File: src/rtl/rsum_pkg.sv
package rsum_pkg;

    localparam int ID_W    = 8;
    localparam int LOC_W   = 8;
    localparam int SAL_W   = 16;
    localparam int SALES_W = 16;
    localparam int REC_W   = ID_W + LOC_W + SAL_W + SALES_W;

    // Field order fixes the bit layout of a loaded record word.
    typedef struct packed {
        logic [ID_W-1:0]    ident;
        logic [LOC_W-1:0]   loc;
        logic [SAL_W-1:0]   salary;
        logic [SALES_W-1:0] sales;
    } rec_t;

    typedef enum logic [2:0] {
        ST_IDLE,
        ST_READ,
        ST_CHECK,
        ST_NEXT,
        ST_WRITE_TOTAL
    } state_t;

endpackage

File: src/rtl/rsum_rec_ram.sv
module rsum_rec_ram
    import rsum_pkg::*;
#(
    parameter int DEPTH = 64,
    parameter int AW    = $clog2(DEPTH)
) (
    input  logic          clk,
    input  logic          we,
    input  logic [AW-1:0] waddr,
    input  rec_t          wdata,
    input  logic [AW-1:0] raddr,
    output rec_t          rdata
);

    rec_t mem [DEPTH];

    always_ff @(posedge clk) begin
        if (we) begin
            mem[waddr] <= wdata;
        end
        rdata <= mem[raddr];
    end

endmodule

File: src/rtl/rsum_ctrl.sv
module rsum_ctrl
    import rsum_pkg::*;
#(
    parameter int DEPTH = 64,
    parameter int AW    = $clog2(DEPTH),
    parameter int CW    = $clog2(DEPTH + 1)
) (
    input  logic          clk,
    input  logic          rst_n,
    input  logic          start,
    input  logic [CW-1:0] rec_count,
    output logic [AW-1:0] rd_addr,
    output logic          acc_clear,
    output logic          chk_en,
    output logic          wr_total,
    output logic          busy,
    output logic          done
);

    localparam logic [CW-1:0] MAX_CNT = CW'(DEPTH);

    state_t        state_q, state_d;
    logic [AW-1:0] idx_q;
    logic [CW-1:0] cnt_q;
    logic [CW-1:0] cnt_in;
    logic          accept;
    logic          last_rec;

    assign cnt_in   = (rec_count > MAX_CNT) ? MAX_CNT : rec_count;
    assign accept   = (state_q == ST_IDLE) && start;
    assign last_rec = (CW'(idx_q) + CW'(1)) == cnt_q;

    // State register
    always_ff @(posedge clk or negedge rst_n) begin
        if (!rst_n) begin
            state_q <= ST_IDLE;
        end else begin
            state_q <= state_d;
        end
    end

    // Next-state logic
    always_comb begin
        state_d = state_q;
        unique case (state_q)
            ST_IDLE: begin
                if (start) begin
                    state_d = (cnt_in == '0) ? ST_WRITE_TOTAL : ST_READ;
                end
            end
            ST_READ:        state_d = ST_CHECK;
            ST_CHECK:       state_d = ST_NEXT;
            ST_NEXT:        state_d = last_rec ? ST_WRITE_TOTAL : ST_READ;
            ST_WRITE_TOTAL: state_d = ST_IDLE;
            default:        state_d = ST_IDLE;
        endcase
    end

    // Index and captured count
    always_ff @(posedge clk or negedge rst_n) begin
        if (!rst_n) begin
            idx_q <= '0;
            cnt_q <= '0;
        end else if (accept) begin
            idx_q <= '0;
            cnt_q <= cnt_in;
        end else if (state_q == ST_NEXT) begin
            idx_q <= idx_q + AW'(1);
        end
    end

    // Completion pulse, registered so it lines up with the total write
    always_ff @(posedge clk or negedge rst_n) begin
        if (!rst_n) begin
            done <= 1'b0;
        end else begin
            done <= (state_q == ST_WRITE_TOTAL);
        end
    end

    // Outputs
    always_comb begin
        rd_addr   = idx_q;
        acc_clear = accept;
        chk_en    = 1'b0;
        wr_total  = 1'b0;
        busy      = 1'b1;
        unique case (state_q)
            ST_IDLE:        busy     = 1'b0;
            ST_READ:        ;
            ST_CHECK:       chk_en   = 1'b1;
            ST_NEXT:        ;
            ST_WRITE_TOTAL: wr_total = 1'b1;
            default:        busy     = 1'b0;
        endcase
    end

    // a record read is always followed by its check, then by NEXT
    p_read_then_check_r6: assert property (@(posedge clk) disable iff (!rst_n)
        state_q == ST_READ |=> state_q == ST_CHECK);
    p_check_then_next_r6: assert property (@(posedge clk) disable iff (!rst_n)
        state_q == ST_CHECK |=> state_q == ST_NEXT);
    // busy only rises in response to start
    p_busy_from_start_r5: assert property (@(posedge clk) disable iff (!rst_n)
        $rose(busy) |-> $past(start));
    // the captured count holds while a command runs
    p_count_held_r8: assert property (@(posedge clk) disable iff (!rst_n)
        busy |=> $stable(cnt_q));

endmodule

File: src/rtl/rsum_accum.sv
module rsum_accum
    import rsum_pkg::*;
#(
    parameter int ACC_W = 24
) (
    input  logic             clk,
    input  logic             rst_n,
    input  logic             clear,
    input  logic [LOC_W-1:0] key_in,
    input  logic             chk_en,
    input  rec_t             rec,
    input  logic             wr_total,
    output logic [ACC_W-1:0] total
);

    logic [ACC_W-1:0] acc_q;
    logic [LOC_W-1:0] key_q;
    logic             hit;

    assign hit = chk_en && (rec.loc == key_q);

    // Scratch accumulator and captured key
    always_ff @(posedge clk or negedge rst_n) begin
        if (!rst_n) begin
            acc_q <= '0;
            key_q <= '0;
        end else if (clear) begin
            acc_q <= '0;
            key_q <= key_in;
        end else if (hit) begin
            acc_q <= acc_q + ACC_W'(rec.sales);
        end
    end

    // Total slot, written once per command
    always_ff @(posedge clk or negedge rst_n) begin
        if (!rst_n) begin
            total <= '0;
        end else if (wr_total) begin
            total <= acc_q;
        end
    end

    // the scratch sum never wraps when a sales amount is added
    p_no_overflow_r3: assert property (@(posedge clk) disable iff (!rst_n)
        chk_en |=> acc_q >= $past(acc_q));
    // a record under examination was loaded beforehand
    p_rec_known_r1: assert property (@(posedge clk) disable iff (!rst_n)
        chk_en |-> !$isunknown(rec));

endmodule

File: src/rtl/rsum_engine.sv
module rsum_engine
    import rsum_pkg::*;
#(
    parameter int DEPTH = 64,
    parameter int ACC_W = 24,
    parameter int AW    = $clog2(DEPTH),
    parameter int CW    = $clog2(DEPTH + 1)
) (
    input  logic             clk,
    input  logic             rst_n,
    input  logic             ld_we,
    input  logic [AW-1:0]    ld_addr,
    input  logic [REC_W-1:0] ld_data,
    input  logic             start,
    input  logic [LOC_W-1:0] key,
    input  logic [CW-1:0]    rec_count,
    output logic             busy,
    output logic             done,
    output logic [ACC_W-1:0] total
);

    logic [AW-1:0] rd_addr;
    rec_t          rd_rec;
    logic          acc_clear;
    logic          chk_en;
    logic          wr_total;

    rsum_rec_ram #(.DEPTH(DEPTH), .AW(AW)) u_ram (
        .clk   (clk),
        .we    (ld_we),
        .waddr (ld_addr),
        .wdata (rec_t'(ld_data)),
        .raddr (rd_addr),
        .rdata (rd_rec)
    );

    rsum_ctrl #(.DEPTH(DEPTH), .AW(AW), .CW(CW)) u_ctrl (
        .clk       (clk),
        .rst_n     (rst_n),
        .start     (start),
        .rec_count (rec_count),
        .rd_addr   (rd_addr),
        .acc_clear (acc_clear),
        .chk_en    (chk_en),
        .wr_total  (wr_total),
        .busy      (busy),
        .done      (done)
    );

    rsum_accum #(.ACC_W(ACC_W)) u_acc (
        .clk      (clk),
        .rst_n    (rst_n),
        .clear    (acc_clear),
        .key_in   (key),
        .chk_en   (chk_en),
        .rec      (rd_rec),
        .wr_total (wr_total),
        .total    (total)
    );

    // done lasts a single cycle and never overlaps busy
    p_done_pulse_r5: assert property (@(posedge clk) disable iff (!rst_n)
        done |=> !done);
    p_done_not_busy_r5: assert property (@(posedge clk) disable iff (!rst_n)
        done |-> !busy);
    // the total output moves only together with done
    p_total_at_done_r9: assert property (@(posedge clk) disable iff (!rst_n)
        !$stable(total) |-> done);

endmodule

File: config.mk
export PLATFORM = sky130hd
export DESIGN_NAME = rsum_engine
export DESIGN_NICKNAME = d
export VERILOG_FILES = /design/src/rtl/rsum_pkg.sv /design/src/rtl/rsum_rec_ram.sv /design/src/rtl/rsum_ctrl.sv /design/src/rtl/rsum_accum.sv /design/src/rtl/rsum_engine.sv
export SDC_FILE = /design/constraint.sdc
export NUM_CORES = 2
export LEC_CHECK = 0
export ABC_AREA = 1
export ABC_CLOCK_PERIOD_IN_PS = 2200
export BUFFER_PORTS_ARGS = -buffer_cell sky130_fd_sc_hd__buf_2
export CAP_MARGIN = 20
export CORE_MARGIN = 10
export CORE_UTILIZATION = 45
export CTS_CLUSTER_SIZE = 10
export DETAILED_ROUTE_END_ITERATION = 12
export SLEW_MARGIN = 5
export SYNTH_ARGS = -nofsm -noshare
export SYNTH_HDL_FRONTEND = slang
export SYNTH_SLANG_ARGS = --single-unit
File: constraint.sdc
create_clock -name clk -period 2.2 [get_ports clk]
set_input_delay 0.44 -clock clk [delete_from_list [all_inputs] [get_ports clk]]
set_output_delay 0.44 -clock clk [all_outputs]
set_load 0.1 [all_outputs]
==> flow_results.org <==
** Setup path
- STA puts the critical path data required time at 1760 ps.
- Crit Reg-Reg Startpoint :: u_ctrl.rd_addr[0]$_DFFE_PN0P_
- R2r endpoint :: u_ram.rdata[8]$_DFF_P_
- R2R cell count :: 12
- STA puts the critical path data arrival time at 1860 ps.
- The worst setup path is launched from a register.
- Of all nets on the critical path, the largest fanout is 3.
- The critical path in this run is classified as register to primary output.
- Capturing element type of the critical path :: primary output
- For flop-to-flop paths, the worst setup slack is -80 ps.

** GRT
- Entering global routing, the biggest net connects 65 pins.
- Across every metal layer, demand over resource in global routing totals 24.5%.
- Initial antenna violation count :: 7
- First-pass GRT wire length :: 296,000 microns
- After global routing the overflow that remains totals 0.
- The number of global-route vias before repair is 43,941.

** Timing
- Setup violations remaining at the end of the flow were counted as 20.
- Worst Max-Slew Pin Slew :: 1010 ps
- Peak Freq :: 0.435 GHz
- Max Clock Skew :: 33.2 ps
- Period utilisation layout :: 104%
- Hold violation count in the final report :: 0
- The final number of max-transition violations is 0.
- Worst slew margin :: 32.3%
- Final critical-path setup slack :: -97.1 ps
- Summed over all failing endpoints, the final setup total negative slack is -763 ps.
- Final critical path time including I/O delays and setup :: 2300 ps
- Across all hold checks on the routed design, the worst slack comes to 133 ps.
- Setup repair after global routing could not meet its margin everywhere.

** Synthesis
- Yosys instantiated no cell more often than sky130_fd_sc_hd__nand2_1.
- Ranked by total cell area, the synthesized netlist is headed by sky130_fd_sc_hd__edfxtp_1, sky130_fd_sc_hd__nand2_1, sky130_fd_sc_hd__nand3_1.
- Of all cell types, the one taking the most synthesized area is sky130_fd_sc_hd__edfxtp_1.
- Counting instances in the post-synthesis netlist gives the leading cell types as sky130_fd_sc_hd__nand2_1, sky130_fd_sc_hd__edfxtp_1, sky130_fd_sc_hd__nand3_1.
- Count of synthesis-stage warnings from yosys :: 0
- Synthesized net count :: 5,906
- Post-synthesis compound-gate area fraction :: 1.47%
- Syn Area/Cell :: 11.5 sq um
- After synthesis, the largest area contributor takes up 69.0% of total cell area.
- Basic-gate share of the synthesized area counting and, or, nand and nor cells :: 22.3%
- Leading register cell type out of synthesis :: sky130_fd_sc_hd__edfxtp_1
- Sequential fraction of the synthesis area :: 72.5%
- Post-synthesis async set-or-reset flop share :: 4.47%
- Number of flops mapped to enable cells by yosys :: 1,536
- Synthesized flop and latch total :: 1,633
- After Yosys synthesis, XOR and XNOR cells account for 0.170% of the synthesized area.
- After synthesis, the share of cell area in mux cells is 0%.
- Summing the areas of all fa, ha and maj instances in the mapped netlist gives 0.348% of the synthesized area.
- Largest family of logic cells by synthesized area :: simple AND/OR/NAND/NOR gates
- In the synthesized netlist, the number of instances is 5,815.
- The synthesized netlist occupies a cell area of 66,800 sq um.
- Count of distinct cell types in the synthesized netlist :: 31

** Floorplanning
- The initial utilization of the core area, before any placement, comes to 45.2%.
- The floorplan step defined a core boundary enclosing 148,000 sq um.
- The floorplan has 141 rows.
- Die span in x :: 405 microns
- 99 I/O pins were placed.
- Measured along the y axis, the die boundary spans 405 microns.
- Die footprint :: 164,000 sq um

** Place
- Routability-driven placement congestion ratio :: 0.894
- Before CTS, the worst setup slack after placement is -235 ps.
- Post-detail-place hpwl :: 116,000 microns
- After detailed placement, the design holds a cell count of 7,876.
- Port-buffer cells :: 74
- In this run the cell area measured after placement is 73,500 sq um.

** Finish
- Fraction of final layout cells sized beyond drive strength 1 :: 17.9%
- Compared with the post-synthesis result, the final layout area differs by 22.8%.
- Total non-filler cell area in the finished layout :: 82,000 sq um
- Sequential standard cell area :: 48,400 sq um
- Counting the fill cells in the layout gives 11,808.
- Net count, final :: 6,327
- Post-layout utilization of the core :: 55.5%
- Leaving out filler cells and counting taps, the final layout contains 8,225.
- Summing all multi-input logic gate instances after layout gives 17,900 sq um.

** Clock network
- TritonCTS built the clock tree.
- Latest clock arrival within the worst-skew pair :: 820 ps
- Clock tree synthesis inserted a total of 182 buffers.
- Reg clk slew, reported paths :: 60 ps
- The longest clock path from root to sink contains 3 buffers.
- The clock tree synthesis step divided the H-tree into 4 levels.
- Number of clock sinks :: 1,633
- Cell at the root of the clock tree :: sky130_fd_sc_hd__clkbuf_16

** Power
- Proportion of power drawn by combinational gates :: 40.0%
- In this run the power spent charging and discharging nets is 38.4 mW.
- Of the total power, the share spent switching nets is 37.0%.
- Static Leak :: 30.4 nW
- Internal power comes to 65.2 mW.
- Total Power :: 104 mW
- Sequential Power Share :: 34.4%
- In this run the power density over the cells is 1260 nW/um^2.
- Part of the total power dissipated in the clock network :: 25.6%
- VDD sags by at most 0.790 mV.

** Routing
- For this run, design rule violations remaining after detail routing come to 0.
- Vias/cell :: 5.62
- In the final routed layout, each cell accounts on average for 24.9 microns.
- Remaining number of nets flagged by the antenna check after routing :: 0
- Via count of the routed design :: 46,211
- The first detailed-routing pass took 6 iterations.
- For this block, the routed nets add up to 205,000 microns of wire.
- Number of design-rule violations left by the first detailed-router iteration :: 5,212

** Run status
- The final reports fail on negative setup slack.
- The run finished, with violations left.

** Hold path
- The worst hold path passes through 2 cells.
- The worst hold path belongs to the class input pin to register.
- Hold Startpoint :: ld_data[5]
- End point of the worst hold path :: u_ram.mem[55][5]$_DFFE_PP_

** Run
- Max-cap violations in this run came to 0.
==> layout by cell type, fill, tap and decap left out, types with 47 or more instances in the layout <==
cell / Yosys / final
sky130_fd_sc_hd__buf_4: 32 / 229
sky130_fd_sc_hd__buf_12: 0 / 163
sky130_fd_sc_hd__a21oi_1: 66 / 47
sky130_fd_sc_hd__nand3_1: 1244 / 1120
sky130_fd_sc_hd__dfrtp_1: 73 / 68
sky130_fd_sc_hd__clkbuf_16: 0 / 190
sky130_fd_sc_hd__nand2_2: 0 / 95
sky130_fd_sc_hd__nor2_1: 120 / 58
sky130_fd_sc_hd__buf_2: 224 / 72
sky130_fd_sc_hd__edfxtp_1: 1536 / 1536
sky130_fd_sc_hd__o211ai_1: 48 / 48
sky130_fd_sc_hd__nand2_1: 2128 / 2007
sky130_fd_sc_hd__nand3_2: 0 / 113
sky130_fd_sc_hd__inv_1: 98 / 88
==> per-layer routing <==
layer  track usage (%)  wire, microns
met1              33.7          84900
met2              38.3          94400
met3              3.80          16100
met4              11.5           9490
met5                 0             35
==> worst max-delay path, stage by stage (launching register included) <==
cell and delay (ps):
sky130_fd_sc_hd__dfrtp_1 390, sky130_fd_sc_hd__buf_4 160, sky130_fd_sc_hd__nor2_4 110, sky130_fd_sc_hd__nand2_2 90, sky130_fd_sc_hd__nand3_4 100, sky130_fd_sc_hd__buf_12 170
==> power by group through the flow <==
| stage | Clock [mW] | Sequential [mW] | Combinational [mW] |
|---|---|---|---|
| floorplan | 0 | 35.9 | 18.4 |
| global placement | 0 | 36.2 | 33.8 |
| detailed placement | 0 | 36.3 | 34.0 |
| CTS | 26.9 | 35.6 | 39.3 |
| global route | 28.1 | 35.6 | 44.0 |
| finish | 26.5 | 35.6 | 41.5 |
==> how the worst max path moves through the flow <==
stage                                  start                         end  slack, ps  cells after the start
5_1_grt        u_ctrl.state_q[0]$_DFFE_PN0P_                        busy       -160                      5
4_1_cts        u_ctrl.state_q[0]$_DFFE_PN0P_                        busy       -150                      7
3_5_place_dp   u_ctrl.rd_addr[0]$_DFFE_PN0P_      u_ram.rdata[8]$_DFF_P_       -230                     11
2_1_floorplan                          ld_we  u_ram.mem[48][0]$_DFFE_PP_       -460                      3
3_3_place_gp   u_ctrl.rd_addr[0]$_DFFE_PN0P_      u_ram.rdata[8]$_DFF_P_       -220                     11
6_report       u_ctrl.state_q[0]$_DFFE_PN0P_                        busy       -100                      5
==> layout make-up <==
class                      instances  share of cell area, %
sequential                      1633                   59.1
multi-input combinational       3728                   21.9
timing repair buffer             581                   9.36
clock buffer                     224                   5.78
tap                             1930                   2.94
inverter                         105                  0.577
clock inverter                    15                  0.285
timing repair inverter             5                 0.0946
antenna                            4                 0.0122
==> cell families (layout without fill, tap and decap cells) <==
family,count (synthesis),in the layout
buffers and inverters,454,930
DFF,1633,1633
AOI/OAI and AO/OA,168,168
adders and majority gates,18,18
xor gates and xnor gates,13,13
other,0,4
and+or+nand+nor,3529,3529
==> state kept, by name, indices dropped and copies added, names as in the netlist <==
signal	count
u_ctrl.cnt_q	7
u_ctrl.done	1
u_ram.rdata	24
u_acc.key_q	8
u_acc.acc_q	24
u_acc.total	24
u_ctrl.state_q	3
u_ram.mem	1536
u_ctrl.rd_addr	6
==> timing repair <==
item | in CTS | in global routing
setup endpoints to repair | 27 | 66
endpoints found under the hold margin | 60 | 0
cloned | 37 | 9
pin swaps | 49 | 97
resized for setup | 193 | 241
hold buffers | 17 | 0
buffers inserted | 50 | 8
Note: power is estimated with default switching activity, not from simulation.
